===== config.mk =====
export PLATFORM = sky130hd
export DESIGN_NAME = nvcmd_seq
export DESIGN_NICKNAME = d
export VERILOG_FILES = /design/src/rtl/nvcmd_pkg.sv /design/src/rtl/nvcmd_decode.sv /design/src/rtl/nvcmd_arm.sv /design/src/rtl/nvcmd_hold.sv /design/src/rtl/nvcmd_xfer.sv /design/src/rtl/nvcmd_seq.sv
export SDC_FILE = /design/constraint.sdc
export NUM_CORES = 1
export LEC_CHECK = 0
export BUFFER_PORTS_ARGS = -buffer_cell sky130_fd_sc_hd__buf_4
export CELL_PAD_IN_SITES_DETAIL_PLACEMENT = 1
export CELL_PAD_IN_SITES_GLOBAL_PLACEMENT = 1
export CORE_AREA = 2 2 76 78
export CTS_CLUSTER_DIAMETER = 80
export DETAILED_ROUTE_END_ITERATION = 8
export DIE_AREA = 0 0 78 80
export GPL_TIMING_DRIVEN = 0
export PLACE_DENSITY = 0.73
export REMOVE_ABC_BUFFERS = 1
export SLEW_MARGIN = 5
export SYNTH_ARGS = -nofsm -noshare
export SYNTH_HDL_FRONTEND = slang
export SYNTH_SLANG_ARGS = --single-unit

===== constraint.sdc =====
create_clock -name clk -period 1.05 [get_ports clk]
set_input_delay 0.105 -clock clk [delete_from_list [all_inputs] [get_ports clk]]
set_output_delay 0.105 -clock clk [all_outputs]
set_load 0.005 [all_outputs]

===== src/rtl/nvcmd_pkg.sv =====
// Package: shared command codes, arming indices and decoded-event type.
// Assumes the command field is three bits wide.
package nvcmd_pkg;

    localparam int CMD_W = 3;

    typedef enum logic [CMD_W-1:0] {
        CMD_ARM_WDATA = 3'b000,
        CMD_ARM_LOW   = 3'b100,
        CMD_ARM_HIGH  = 3'b101,
        CMD_START     = 3'b110
    } cmd_code_e;

    localparam int ARM_N    = 3;
    localparam int ARM_LOW  = 0;
    localparam int ARM_HIGH = 1;
    localparam int ARM_WD   = 2;

    typedef struct packed {
        logic set_low;
        logic set_high;
        logic set_wd;
        logic start_req;
        logic unknown;
    } cmd_ev_t;

endpackage


===== src/rtl/nvcmd_decode.sv =====
// Module: nvcmd_decode
// Splits one host write into a command event (from the command lane) and
// a data event (from the data lane). Purely combinational.
// Assumes the command field and the data byte each sit inside one lane.
module nvcmd_decode
    import nvcmd_pkg::*;
#(
    parameter int REG_W    = 32,
    parameter int BYTE_W   = 8,
    parameter int CMD_MSB  = 31,
    parameter int DATA_LSB = 16
) (
    input  logic                    wr_en,
    input  logic [REG_W-1:0]        wr_data,
    input  logic [REG_W/BYTE_W-1:0] byte_en,
    output cmd_ev_t                 ev,
    output logic                    data_valid,
    output logic [BYTE_W-1:0]       data_byte
);

    localparam int CMD_LSB   = CMD_MSB - CMD_W + 1;
    localparam int CMD_LANE  = CMD_MSB / BYTE_W;
    localparam int DATA_LANE = DATA_LSB / BYTE_W;

    logic             cmd_valid;
    logic [CMD_W-1:0] code;
    logic             unused_bits;

    assign cmd_valid   = wr_en && byte_en[CMD_LANE];
    assign code        = wr_data[CMD_MSB:CMD_LSB];
    assign data_valid  = wr_en && byte_en[DATA_LANE];
    assign data_byte   = wr_data[DATA_LSB +: BYTE_W];
    assign unused_bits = ^{wr_data, byte_en};

    // Map the command code to a single decoded event.
    always_comb begin
        ev = '0;
        if (cmd_valid) begin
            case (code)
                CMD_ARM_LOW:   ev.set_low   = 1'b1;
                CMD_ARM_HIGH:  ev.set_high  = 1'b1;
                CMD_ARM_WDATA: ev.set_wd    = 1'b1;
                CMD_START:     ev.start_req = 1'b1;
                default:       ev.unknown   = 1'b1;
            endcase
        end
    end

endmodule


===== src/rtl/nvcmd_arm.sv =====
// Module: nvcmd_arm
// Holds the one-hot load-enable state that picks the register armed for
// data writes. An accepted start disarms everything; a start ignored while
// busy leaves the state alone.
// Assumes the decoder raises at most one event per cycle.
module nvcmd_arm
    import nvcmd_pkg::*;
(
    input  logic             clk,
    input  logic             rst_n,
    input  cmd_ev_t          ev,
    input  logic             start_accept,
    output logic [ARM_N-1:0] arm
);

    logic [ARM_N-1:0] arm_nxt;

    // Choose the next arming state from the current command event.
    always_comb begin
        arm_nxt = arm;
        if (start_accept) begin
            arm_nxt = '0;
        end else if (ev.set_low) begin
            arm_nxt = ARM_N'(1) << ARM_LOW;
        end else if (ev.set_high) begin
            arm_nxt = ARM_N'(1) << ARM_HIGH;
        end else if (ev.set_wd) begin
            arm_nxt = ARM_N'(1) << ARM_WD;
        end
    end

    // Register the arming state, cleared by reset.
    always_ff @(posedge clk) begin
        if (!rst_n) arm <= '0;
        else        arm <= arm_nxt;
    end

    p_onehot_r5: assert property (@(posedge clk) disable iff (!rst_n)
        $onehot0(arm));

    p_unknown_hold_r9: assert property (@(posedge clk) disable iff (!rst_n)
        ev.unknown |=> $stable(arm));

    p_start_disarm_r7: assert property (@(posedge clk) disable iff (!rst_n)
        start_accept |=> (arm == '0));

endmodule


===== src/rtl/nvcmd_hold.sv =====
// Module: nvcmd_hold
// The three holding registers. A data byte loads whichever register was
// armed before this cycle's command takes effect. Only the low
// ADDR_W-BYTE_W bits of a high-address byte are kept.
// Assumes ADDR_W lies between BYTE_W+1 and 2*BYTE_W.
module nvcmd_hold
    import nvcmd_pkg::*;
#(
    parameter int ADDR_W = 11,
    parameter int BYTE_W = 8
) (
    input  logic              clk,
    input  logic              rst_n,
    input  logic              data_valid,
    input  logic [BYTE_W-1:0] data_byte,
    input  logic [ARM_N-1:0]  arm,
    output logic [ADDR_W-1:0] addr,
    output logic [BYTE_W-1:0] wdata
);

    localparam int HI_W = ADDR_W - BYTE_W;

    logic [BYTE_W-1:0] lo_q;
    logic [HI_W-1:0]   hi_q;
    logic              ld_any;

    assign ld_any = data_valid && (arm != '0);
    assign addr   = {hi_q, lo_q};

    // Low address byte: loads while the low register is armed.
    always_ff @(posedge clk) begin
        if (!rst_n)                          lo_q <= '0;
        else if (data_valid && arm[ARM_LOW]) lo_q <= data_byte;
    end

    // High address bits: keep only the bits that fit the address width.
    always_ff @(posedge clk) begin
        if (!rst_n)                           hi_q <= '0;
        else if (data_valid && arm[ARM_HIGH]) hi_q <= data_byte[HI_W-1:0];
    end

    // Write-data byte: loads while the write-data register is armed.
    always_ff @(posedge clk) begin
        if (!rst_n)                         wdata <= '0;
        else if (data_valid && arm[ARM_WD]) wdata <= data_byte;
    end

    p_idle_addr_r6: assert property (@(posedge clk) disable iff (!rst_n)
        !ld_any |=> $stable(addr));

    p_idle_wdata_r6: assert property (@(posedge clk) disable iff (!rst_n)
        !ld_any |=> $stable(wdata));

endmodule


===== src/rtl/nvcmd_xfer.sv =====
// Module: nvcmd_xfer
// Transfer handshake toward the memory controller. Owns busy, the fail
// flag and the one-cycle start pulse. Starts are accepted only while idle,
// and completion only while busy.
// Assumes ctl_done is a single-cycle strobe.
module nvcmd_xfer (
    input  logic clk,
    input  logic rst_n,
    input  logic start_req,
    input  logic ctl_done,
    input  logic ctl_fail,
    output logic start_accept,
    output logic start_pulse,
    output logic busy,
    output logic fail
);

    logic done_accept;

    assign start_accept = start_req && !busy;
    assign done_accept  = ctl_done && busy;

    // Busy is set by an accepted start and cleared by an accepted completion.
    always_ff @(posedge clk) begin
        if (!rst_n)            busy <= 1'b0;
        else if (start_accept) busy <= 1'b1;
        else if (done_accept)  busy <= 1'b0;
    end

    // Fail is cleared by a new start and captured at completion.
    always_ff @(posedge clk) begin
        if (!rst_n)            fail <= 1'b0;
        else if (start_accept) fail <= 1'b0;
        else if (done_accept)  fail <= ctl_fail;
    end

    // Start pulse: high for the single cycle after an accepted start.
    always_ff @(posedge clk) begin
        if (!rst_n) start_pulse <= 1'b0;
        else        start_pulse <= start_accept;
    end

    p_pulse_busy_r7: assert property (@(posedge clk) disable iff (!rst_n)
        start_pulse |-> busy);

    p_pulse_single_r7: assert property (@(posedge clk) disable iff (!rst_n)
        start_pulse |=> !start_pulse);

    p_busy_start_ignored_r8: assert property (@(posedge clk) disable iff (!rst_n)
        (start_req && busy) |=> !start_pulse);

    p_fail_hold_r10: assert property (@(posedge clk) disable iff (!rst_n)
        (!start_accept && !done_accept) |=> $stable(fail));

    p_done_clears_r10: assert property (@(posedge clk) disable iff (!rst_n)
        done_accept |=> !busy);

endmodule


===== src/rtl/nvcmd_seq.sv =====
// Module: nvcmd_seq (top)
// Byte-wide command register loader. Ties the decoder, the arming state,
// the holding registers and the transfer handshake together, and forms
// the status readback word.
// Assumes the host writes one 32-bit word per strobe, with byte enables.
module nvcmd_seq
    import nvcmd_pkg::*;
#(
    parameter int REG_W    = 32,
    parameter int BYTE_W   = 8,
    parameter int ADDR_W   = 11,
    parameter int CMD_MSB  = 31,
    parameter int DATA_LSB = 16
) (
    input  logic                    clk,
    input  logic                    rst_n,
    input  logic                    wr_en,
    input  logic [REG_W-1:0]        wr_data,
    input  logic [REG_W/BYTE_W-1:0] byte_en,
    input  logic                    ctl_done,
    input  logic                    ctl_fail,
    output logic [REG_W-1:0]        rd_data,
    output logic                    busy,
    output logic                    start_pulse,
    output logic [ADDR_W-1:0]       mem_addr,
    output logic [BYTE_W-1:0]       mem_wdata
);

    localparam int BUSY_BIT = CMD_MSB;
    localparam int FAIL_BIT = CMD_MSB - CMD_W;
    localparam int ARM_LSB  = DATA_LSB + BYTE_W;
    localparam int HI_W     = ADDR_W - BYTE_W;

    cmd_ev_t           ev;
    logic              data_valid;
    logic [BYTE_W-1:0] data_byte;
    logic [ARM_N-1:0]  arm;
    logic              start_accept;
    logic              fail;
    logic [BYTE_W-1:0] armed_val;

    nvcmd_decode #(
        .REG_W   (REG_W),
        .BYTE_W  (BYTE_W),
        .CMD_MSB (CMD_MSB),
        .DATA_LSB(DATA_LSB)
    ) u_decode (
        .wr_en     (wr_en),
        .wr_data   (wr_data),
        .byte_en   (byte_en),
        .ev        (ev),
        .data_valid(data_valid),
        .data_byte (data_byte)
    );

    nvcmd_arm u_arm (
        .clk         (clk),
        .rst_n       (rst_n),
        .ev          (ev),
        .start_accept(start_accept),
        .arm         (arm)
    );

    nvcmd_hold #(
        .ADDR_W(ADDR_W),
        .BYTE_W(BYTE_W)
    ) u_hold (
        .clk       (clk),
        .rst_n     (rst_n),
        .data_valid(data_valid),
        .data_byte (data_byte),
        .arm       (arm),
        .addr      (mem_addr),
        .wdata     (mem_wdata)
    );

    nvcmd_xfer u_xfer (
        .clk         (clk),
        .rst_n       (rst_n),
        .start_req   (ev.start_req),
        .ctl_done    (ctl_done),
        .ctl_fail    (ctl_fail),
        .start_accept(start_accept),
        .start_pulse (start_pulse),
        .busy        (busy),
        .fail        (fail)
    );

    // Select the contents of the currently armed register for readback.
    always_comb begin
        armed_val = '0;
        if (arm[ARM_LOW])  armed_val = mem_addr[BYTE_W-1:0];
        if (arm[ARM_HIGH]) armed_val = BYTE_W'(mem_addr[ADDR_W-1 -: HI_W]);
        if (arm[ARM_WD])   armed_val = mem_wdata;
    end

    // Assemble the status word; unassigned bits read zero.
    always_comb begin
        rd_data                        = '0;
        rd_data[BUSY_BIT]              = busy;
        rd_data[FAIL_BIT]              = fail;
        rd_data[ARM_LSB +: ARM_N]      = arm;
        rd_data[DATA_LSB +: BYTE_W]    = armed_val;
        rd_data[ADDR_W-1:0]            = mem_addr;
    end

    p_status_busy_r11: assert property (@(posedge clk) disable iff (!rst_n)
        $rose(busy) |-> start_pulse);

    p_disarmed_zero_r11: assert property (@(posedge clk) disable iff (!rst_n)
        (arm == '0) |-> (rd_data[DATA_LSB +: BYTE_W] == '0));

endmodule


# Yosys cells after proc, flatten, opt, wreduce, memory -nomap -nowiden
# Index checks and enable logic that the tools add are counted.
# totals
regBits	25
inputBits	41
out_inout_bits	53
elab_cells	43
# op_classes
n_eq_ne	3
n_mux	14
bitwise_logic	1
reduce_logical	16
# ops
op	n
$mux W8	3
$eq A3 B3 Y1 const B	3
$mux W1	8
$reduce_or A4 Y1	2
$logic_and A1 B1 Y1	7
$mux W5	1
$mux W2	2
$reduce_bool A2 Y1	2
$logic_not A3 Y1	1
$reduce_bool A3 Y1	1
$reduce_or A3 Y1	1
$reduce_or A2 Y1	1
$logic_not A1 Y1	1
$not A1 Y1	1

# Depth between registers and ports, before layout
# Gate-level depths: netlist of the first run.
# logic_depth
ltp_word	7
depth_mapped	4
ltp_nobuf	3

# Cells and area by module
# From an unflattened synthesis of the first run, not the netlist that was laid out.
# unflattened
hier_cells	172
hier_area_um2	1460.2
# modules_own_cells
mod	instances	cells_each	area_per_inst_um2
nvcmd_hold	1	79	721.9
nvcmd_seq	1	51	365.4
nvcmd_decode	1	19	133.9
nvcmd_xfer	1	11	120.1
nvcmd_arm	1	12	118.9

# Least setup slack after synthesis of the first run
# OpenSTA, ideal clock, no wires.
# synth_path
kind	register -> register
start	reg u_arm.arm[2]
end	reg u_hold.wdata[0]
setup_ns	0.116
arrival_ns	0.924
required_ns	0.934
path_slack_ns	0.010
stages_incl_launch_ff	5
n_path_buf	1
synth_period_minus_slack_ns	1.040
path_cell_list	dfxtp_1 > buf_2 > nand3_2 > mux2i_1 > nor2b_1
# synth_via
elab_chain_len	1
# synth_rtl
item	line_no	text
start, declared	nvcmd_arm.sv:13	output logic [ARM_N-1:0] arm
start signal, assigned	nvcmd_arm.sv:35	else arm <= arm_nxt;
$logic_and A1 B1 Y1	nvcmd_hold.sv:45	else if (data_valid && arm[ARM_WD]) wdata <= data_byte;
end signal, assigned	nvcmd_hold.sv:45	
end, declared	nvcmd_hold.sv:18	output logic [BYTE_W-1:0] wdata
# No other way between the ends.
# A chain may end at the register's enable or synchronous reset.

# Final worst setup path of the first run
# layout_path
start	reg u_arm.arm[0]
end	out rd_data[20]
# layout_via
elab_chain_len	3
# layout_rtl
item	line_no	text
$mux W8	nvcmd_seq.sv:92	if (arm[ARM_LOW]) armed_val = mem_addr[BYTE_W-1:0];
$mux W8	nvcmd_seq.sv:93	if (arm[ARM_HIGH]) armed_val = BYTE_W'(mem_addr[ADDR_W-1 -: HI_W]);
$mux W8	nvcmd_seq.sv:94	if (arm[ARM_WD]) armed_val = mem_wdata;
end, declared	nvcmd_seq.sv:22	output logic [REG_W-1:0] rd_data,
# No other way between the ends.

==> metrics.json, run 1 <==
{
  "setup_path": {
    "crit_arrival_ns": 1.29,
    "setup.worst_path.end_class": "output port",
    "timing_worst_setup_path_type": "flip-flop to output port",
    "cp_data_required_time_ns": 0.94,
    "timing.critical_path.from_type": "flip-flop",
    "crit_path_max_fanout": 5,
    "rr_worst_depth": 4
  },
  "routing": {
    "vias": 1161,
    "postRouteWirelength_mm": 3.802,
    "routedWlPerCell_um": 13.78,
    "sum_of_met3_wire_segment_lengths_after_detailed_routing_um": 138,
    "top_layer": "met4",
    "post_route_m1_wl_mm": 1.556,
    "first_pass_iters": 3,
    "route.detailed.drc": 0,
    "met2_wirelength_mm": 2.085,
    "detail_route.vias_per_cell": 4.207,
    "antenna_left": 0,
    "first_iter_violations": 15
  },
  "final_layout": {
    "layout-drive-gt1-share": 0.4902,
    "count_of_antenna_diodes_in_the_layout": 0,
    "area_delta_synth_final_pct": 50.87,
    "layout_common_cells": "sky130_fd_sc_hd__buf_4 (72), sky130_fd_sc_hd__nor2b_1 (21), sky130_fd_sc_hd__dfxtp_1 (21)",
    "mostFrequentLayoutCell": "sky130_fd_sc_hd__buf_4",
    "final_net_count": 246,
    "final_design_area_no_fill_mm2": 0.001959
  },
  "synthesis": {
    "yosysTopAreaCell": "sky130_fd_sc_hd__dfxtp_1",
    "cell_area_after_technology_mapping_mm2": 0.001299,
    "synthesis.instances": 141,
    "syn_avg_cell_area_um2": 9.211,
    "yosys_register_bits": 25,
    "synth_top_area_share": 0.3854,
    "number_of_warnings_printed_during_yosys_synthesis": 0,
    "synth-seq-area-share": 0.3854,
    "yosysUniqueCellTypes": 23,
    "synth.top_cells.by_area": "sky130_fd_sc_hd__dfxtp_1 (39%), sky130_fd_sc_hd__mux2i_1 (15%), sky130_fd_sc_hd__buf_4 (12%)"
  },
  "placed_design": {
    "post_dp_cell_area_mm2": 0.001707,
    "hpwlAfterDp_mm": 2.637,
    "port-buffer-count": 62,
    "dp_slack_ns": -0.6322,
    "place_congestion": 0.6834
  },
  "grt": {
    "grt_pass1_vias": 1178,
    "aggregate_global_routing_overflow": 0,
    "grt_util_all_layers": 0.1199,
    "wire_length_of_the_first_global_routing_pass_mm": 5.747,
    "grt_start_max_net_pins": 23,
    "antenna_found_initial": 0
  },
  "timing": {
    "hold_violations": 0,
    "finalCriticalPeriod_ns": 1.393,
    "clock_skew_ns": 0.0007577,
    "totalNegativeSetupSlack_ns": -2.408,
    "rsz0062_at_grt": "true",
    "timing.hold.ws_ns": 0.09920,
    "finalWorstSetupSlack_ns": -0.3428,
    "timing_max_transition_violations_final": 0,
    "max_clock_freq_ghz": 0.7180,
    "timing.final.setup_violations": 13,
    "final_min_period_over_clock_period": 1.326
  },
  "die": {
    "rows": 27,
    "design.core.area_mm2": 0.005405,
    "die_area_mm2": 0.006240,
    "die_h_um": 80,
    "die_width_um": 78,
    "num_ports": 94,
    "initial_core_util": 0.2403
  },
  "clocking": {
    "clock_latency_ns": 0.26,
    "tritoncts": "built",
    "clock-root-buffer": "sky130_fd_sc_hd__clkbuf_8",
    "clock_slew_at_reported_path_ffs_ns": 0.08,
    "cts.path.max_buffers": 2,
    "numCtsBuffers": 3,
    "ctsHtreeMaxLevel": 1,
    "cts_sink_cnt": 25
  },
  "outcome": {
    "status": "finished, violations left",
    "failed_checks": "setup timing"
  },
  "pwr": {
    "power.density_mw_per_mm2": 883.1,
    "report.power.total_w": 0.001730,
    "vdd_drop_max_v": 0.0004259,
    "leakage_nw": 0.9809
  },
  "flow_run": {
    "max-cap-violations": 0
  },
  "worst_hold_path": {
    "worst_hold_path_type": "input pin to flip-flop",
    "whs_path_depth": 3
  }
}
report_power, final:
part,total (W),internal (W),switching [W]
Sequential,0.000964,0.000951,0.0000133
Clock,0.000566,0.000271,0.000295
Combinational,0.000200,0.000108,0.0000920
Total,0.00173,0.00133,0.000400
kinds of logic after synthesis:
logic type      Yosys count  share of synthesized area
buf+inv                  25                     0.1339
compound gates           16                    0.08286
mux                      19                     0.1464
other cells               1                   0.002887
simple gates             55                     0.2486
flops                    25                     0.3854
through the flow:
stage	instances	util
after global routing	276	0.3625
after detailed placement	257	0.3157
final	276	0.3625
after floorplan	123	-
after global placement	257	0.3157
after CTS	272	0.3495
final timing paths:
kind	start	to	slack [ns]
setup / recovery	u_arm.arm[0]	rd_data[20]	-0.34
hold / removal	wr_data[21]	u_hold.wdata[5]	0.1
setup reg to reg	u_arm.arm[2]	u_hold.wdata[1]	-0.03
hold reg to reg	u_xfer.fail	u_xfer.fail	0.47
worst max-delay path, stage by stage (launching register included):
cell and delay [ns]:
sky130_fd_sc_hd__dfxtp_4 0.38, sky130_fd_sc_hd__nor2b_4 0.20, sky130_fd_sc_hd__buf_4 0.13, sky130_fd_sc_hd__nand2_2 0.05
sky130_fd_sc_hd__o21ai_2 0.13, sky130_fd_sc_hd__buf_4 0.13
state kept, by name (all words and copies together) (netlist names):
register,flops
u_xfer.start_pulse,1
u_hold.wdata,8
u_arm.arm,3
u_hold.lo_q,8
u_xfer.busy,1
u_xfer.fail,1
u_hold.hi_q,3
synthesized netlist by cell type:
cell                       number
sky130_fd_sc_hd__a21oi_1        5
sky130_fd_sc_hd__and2_1         1
sky130_fd_sc_hd__and3b_1        3
sky130_fd_sc_hd__and4b_1        1
sky130_fd_sc_hd__and4bb_2       1
sky130_fd_sc_hd__buf_2          1
sky130_fd_sc_hd__buf_4         21
sky130_fd_sc_hd__clkbuf_1       3
sky130_fd_sc_hd__conb_1         1
sky130_fd_sc_hd__dfxtp_1       25
sky130_fd_sc_hd__mux2i_1       19
sky130_fd_sc_hd__nand2_1       17
sky130_fd_sc_hd__nand2_2        1
sky130_fd_sc_hd__nand3_1        2
sky130_fd_sc_hd__nand3_2        2
sky130_fd_sc_hd__nor2_1         2
sky130_fd_sc_hd__nor2b_1       22
sky130_fd_sc_hd__nor3_1         2
sky130_fd_sc_hd__nor4_2         1
sky130_fd_sc_hd__o21a_1         1
sky130_fd_sc_hd__o21ai_0        8
sky130_fd_sc_hd__o31ai_1        1
sky130_fd_sc_hd__o41ai_4        1
per-layer routing:
layer | track usage | vias to the layer above
met5 | 0 | -
met4 | 0.04211 | 0
met3 | 0.01244 | 2
met2 | 0.2353 | 31
met1 | 0.1326 | 547
li1 | - | 581
what timing repair did:
action,in CTS,in global routing
pin swaps,2,1
setup endpoints to repair,34,28
hold buffers,0,0
resized for setup,25,10
setup buffers,11,4
cell type report:
class | instances | area [µm²]
Multi-Input combinational cell | 98 | 711.9
Timing Repair Buffer | 77 | 599.3
Sequential cell | 25 | 513.0
Clock buffer | 4 | 45.04
Tap cell | 72 | 90.09
Fill cell | 644 | 3446
(Power assumes the default switching activity.)
==> inputs of run 2 (changes only) <==
- CORE_AREA: 2 2 76 78 -> 2 2 73 75
- DIE_AREA: 0 0 78 80 -> 0 0 75 77
- PLACE_DENSITY: 0.73 -> 0.76
- clock period: 1.05 -> 1.5 ns (I/O delays scaled with it)
==> metrics.json, run 2 (synthesis results as in run 1) <==
{
  "grt": {
    "antenna_found_initial": {"value": 0, "change": "unchanged"},
    "grt_start_max_net_pins": {"value": 23, "change": "unchanged"},
    "wire_length_of_the_first_global_routing_pass": {"value": 5.106, "unit": "mm", "change": "-11%"},
    "grt_pass1_vias": {"value": 1036, "change": "-12%"},
    "aggregate_global_routing_overflow": {"value": 0, "change": "unchanged"},
    "grt_util_all_layers": {"value": 0.1158, "change": "-0.004017"}
  },
  "clocking": {
    "tritoncts": "built",
    "cts_sink_cnt": {"value": 25, "change": "unchanged"},
    "cts.path.max_buffers": {"value": 2, "change": "unchanged"},
    "clock_slew_at_reported_path_ffs": {"value": 0.09, "unit": "ns", "change": "about the same"},
    "numCtsBuffers": {"value": 3, "change": "unchanged"},
    "ctsHtreeMaxLevel": {"value": 1, "change": "unchanged"},
    "clock-root-buffer": "sky130_fd_sc_hd__clkbuf_8",
    "count_of_hold_fix_buffers_inserted_at_cts": {"value": 0, "change": "unchanged"},
    "clock_latency": {"value": 0.27, "unit": "ns", "change": "about the same"}
  },
  "setup_path": {
    "crit_arrival": {"value": 1.27, "unit": "ns", "change": "-0.02 ns"},
    "crit_path_max_fanout": {"value": 10, "change": "+5"},
    "path_buf_inv": {"value": 1, "change": "-1"},
    "setup.worst_path.end_class": "output port",
    "cpLargestDelayFamily": "flip-flops",
    "critical-path-slowest-cell": "sky130_fd_sc_hd__dfxtp_4",
    "path_cells": "and3b_1 > a21oi_1 > o21ai_0 > buf_4",
    "timing.critical_path.from_type": "flip-flop",
    "cp_data_required_time": {"value": 1.35, "unit": "ns", "change": "+0.41 ns"},
    "critical_path.max_stage_delay": {"value": 0.42, "unit": "ns", "change": "+0.04 ns"},
    "timing_worst_setup_path_type": "flip-flop to output port",
    "r2r_slack": {"value": 0.14, "unit": "ns", "change": "+0.17 ns"}
  },
  "timing": {
    "final_min_period_over_clock_period": 0.9454,
    "hold_violations": {"value": 0, "change": "unchanged"},
    "totalNegativeSetupSlack": {"value": 0, "unit": "ns", "change": "+2.408 ns"},
    "timing_max_transition_violations_final": {"value": 0, "change": "unchanged"},
    "clock_skew": {"value": 0.003329, "unit": "ns", "change": "+0.002571 ns"},
    "max_clock_freq_ghz": 0.7052,
    "finalCriticalPeriod_ns": 1.418,
    "timing.final.setup_violations": {"value": 0, "change": "-13"},
    "rsz0062_at_grt": "true"
  },
  "pwr": {
    "power.clock.fraction": {"value": 0.341, "change": "+0.014"},
    "power.density": {"value": 675.7, "unit": "mW/mm²", "change": "-23%"},
    "power.switching": {"value": 0.0002823, "unit": "W", "change": "-29%"},
    "vdd_drop_max": {"value": 0.0002734, "unit": "V", "change": "-36%"},
    "p_sw_frac": {"value": 0.2351, "change": "+0.003859"},
    "leakage": {"value": 0.8838, "unit": "nW", "change": "-9.9%"},
    "part_of_the_power_in_combinational_logic": {"value": 0.093, "change": "-0.023"},
    "intPower": {"value": 0.0009182, "unit": "W", "change": "-31%"},
    "power.sequential.fraction": {"value": 0.566, "change": "+0.009"}
  },
  "routing": {
    "routedWlPerCell": {"value": 12.87, "unit": "µm", "change": "-6.6%"},
    "vias": {"value": 1113, "change": "-4.1%"},
    "first_iter_violations": {"value": 30, "change": "+15"},
    "detail_route.vias_per_cell": {"value": 4.281, "change": "+1.8%"},
    "first_pass_iters": {"value": 4, "change": "+1"},
    "postRouteWirelength": {"value": 3.346, "unit": "mm", "change": "-12%"},
    "antenna_left": {"value": 0, "change": "unchanged"},
    "route.detailed.drc": {"value": 0, "change": "unchanged"}
  },
  "die": {
    "die_area": {"value": 0.005775, "unit": "mm²", "change": "-7.5%"},
    "initial_core_util": {"value": 0.2609, "change": "+0.02066"},
    "die_width": {"value": 75, "unit": "µm", "change": "-3.8%"},
    "rows": {"value": 26, "change": "-3.7%"},
    "design.core.area": {"value": 0.004977, "unit": "mm²", "change": "-7.9%"},
    "die_h": {"value": 77, "unit": "µm", "change": "-3.8%"},
    "num_ports": {"value": 94, "change": "unchanged"}
  },
  "placed_design": {
    "hpwlAfterDp": {"value": 2.441, "unit": "mm", "change": "-7.5%"},
    "place_congestion": {"value": 0.6242, "change": "-8.7%"},
    "post_dp_cell_area": {"value": 0.001704, "unit": "mm²", "change": "-0.15%"},
    "port-buffer-count": {"value": 62, "change": "unchanged"}
  },
  "final_layout": {
    "multiInputGateArea": {"value": 661.9, "unit": "µm²", "change": "-7.0%"},
    "sequential_cell_area": {"value": 509.2, "unit": "µm²", "change": "-0.73%"},
    "filler_cell_count": {"value": 590, "change": "-8.4%"},
    "count_of_antenna_diodes_in_the_layout": {"value": 0, "change": "unchanged"},
    "mostFrequentLayoutCell": "sky130_fd_sc_hd__buf_4",
    "area_delta_synth_final_pct": 36.80,
    "final_design_area_no_fill": {"value": 0.001777, "unit": "mm²", "change": "-9.3%"},
    "largestRegisters": "u_hold.lo_q (8), u_hold.wdata (8)",
    "layout_common_cells": "sky130_fd_sc_hd__buf_4 (63), sky130_fd_sc_hd__dfxtp_1 (22), sky130_fd_sc_hd__nor2b_1 (21)",
    "layout-drive-gt1-share": {"value": 0.4053, "change": "-0.08493"},
    "final_net_count": {"value": 232, "change": "-5.7%"}
  },
  "worst_hold_path": {
    "worst_hold_path_type": "input pin to flip-flop"
  },
  "flow_run": {
    "max-cap-violations": {"value": 0, "change": "unchanged"}
  },
  "outcome": {
    "status": "finished clean"
  }
}
[run 2: cell count changes in the layout (fill, tap and decap cells not counted), sizes merged]
cell  delta
buf     -14
[run 2: final cells by class]
type,instances,share of cell area
Multi-Input combinational cell,98,0.3725
Clock buffer,4,0.02535
Tap cell,70,0.04930
Sequential cell,25,0.2866
Timing Repair Buffer,63,0.2662
[run 2: stage by stage]
stage | hold slack (ns) | setup WS, ns | util | std cells | power (W)
CTS | 0.1301 | 0.03085 | 0.3542 | 259 | 0.001218
detailed placement | 0.4269 | -0.1930 | 0.3424 | 255 | 0.0008070
finish | 0.1387 | 0.08191 | 0.3570 | 260 | 0.001200
floorplan | 0.2675 | 0.2605 | - | 123 | 0.0007315
global route | 0.1404 | -0.02371 | 0.3570 | 260 | 0.001265
global placement | 0.4143 | -0.1491 | 0.3424 | 255 | 0.0008051
[run 2: power by group through the flow]
stage | clock network [W] | registers (W) | logic [W]
after global placement | 0 | 0.000697 | 0.000109
after global routing | 0.000462 | 0.000682 | 0.000121
after CTS | 0.000426 | 0.000681 | 0.000111
final | 0.000409 | 0.000679 | 0.000112
after detailed placement | 0 | 0.000697 | 0.000110
after floorplan | 0 | 0.000694 | 0.0000374
[run 2: timing repair]
| action | 4_1_cts | 5_1_grt |
|---|---|---|
| pin swaps | 0 | 0 |
| buffers inserted | 0 | 1 |
| endpoints found under the hold margin | 0 | 0 |
| setup endpoints to repair | 16 | 9 |
| gates resized for setup | 6 | 4 |
[run 2: worst reg2reg max path, cell delays in order, from the launching register on]
cell and delay (ns):
sky130_fd_sc_hd__dfxtp_2 0.57, sky130_fd_sc_hd__nand3_2 0.38, sky130_fd_sc_hd__mux2i_1 0.26, sky130_fd_sc_hd__nor2b_1 0.06
[run 2: layer usage]
layer	part of all wire	vias to the layer above	track usage
met4	0.014	0	0.04821
met3	0.045	5	0.01577
met5	0	-	0
li1	-	546	-
met2	0.48	38	0.1877
met1	0.46	524	0.1508
[run 2: path summary, 6_finish.rpt]
| kind | from | end | depth (start not counted) |
|---|---|---|---|
| max reg2reg | u_arm.arm[2] | u_hold.wdata[7] | 3 |
| min reg2reg | u_xfer.fail | u_xfer.fail | 2 |
| min | wr_data[19] | u_hold.lo_q[3] | 3 |
| max | u_arm.arm[1] | rd_data[18] | 4 |
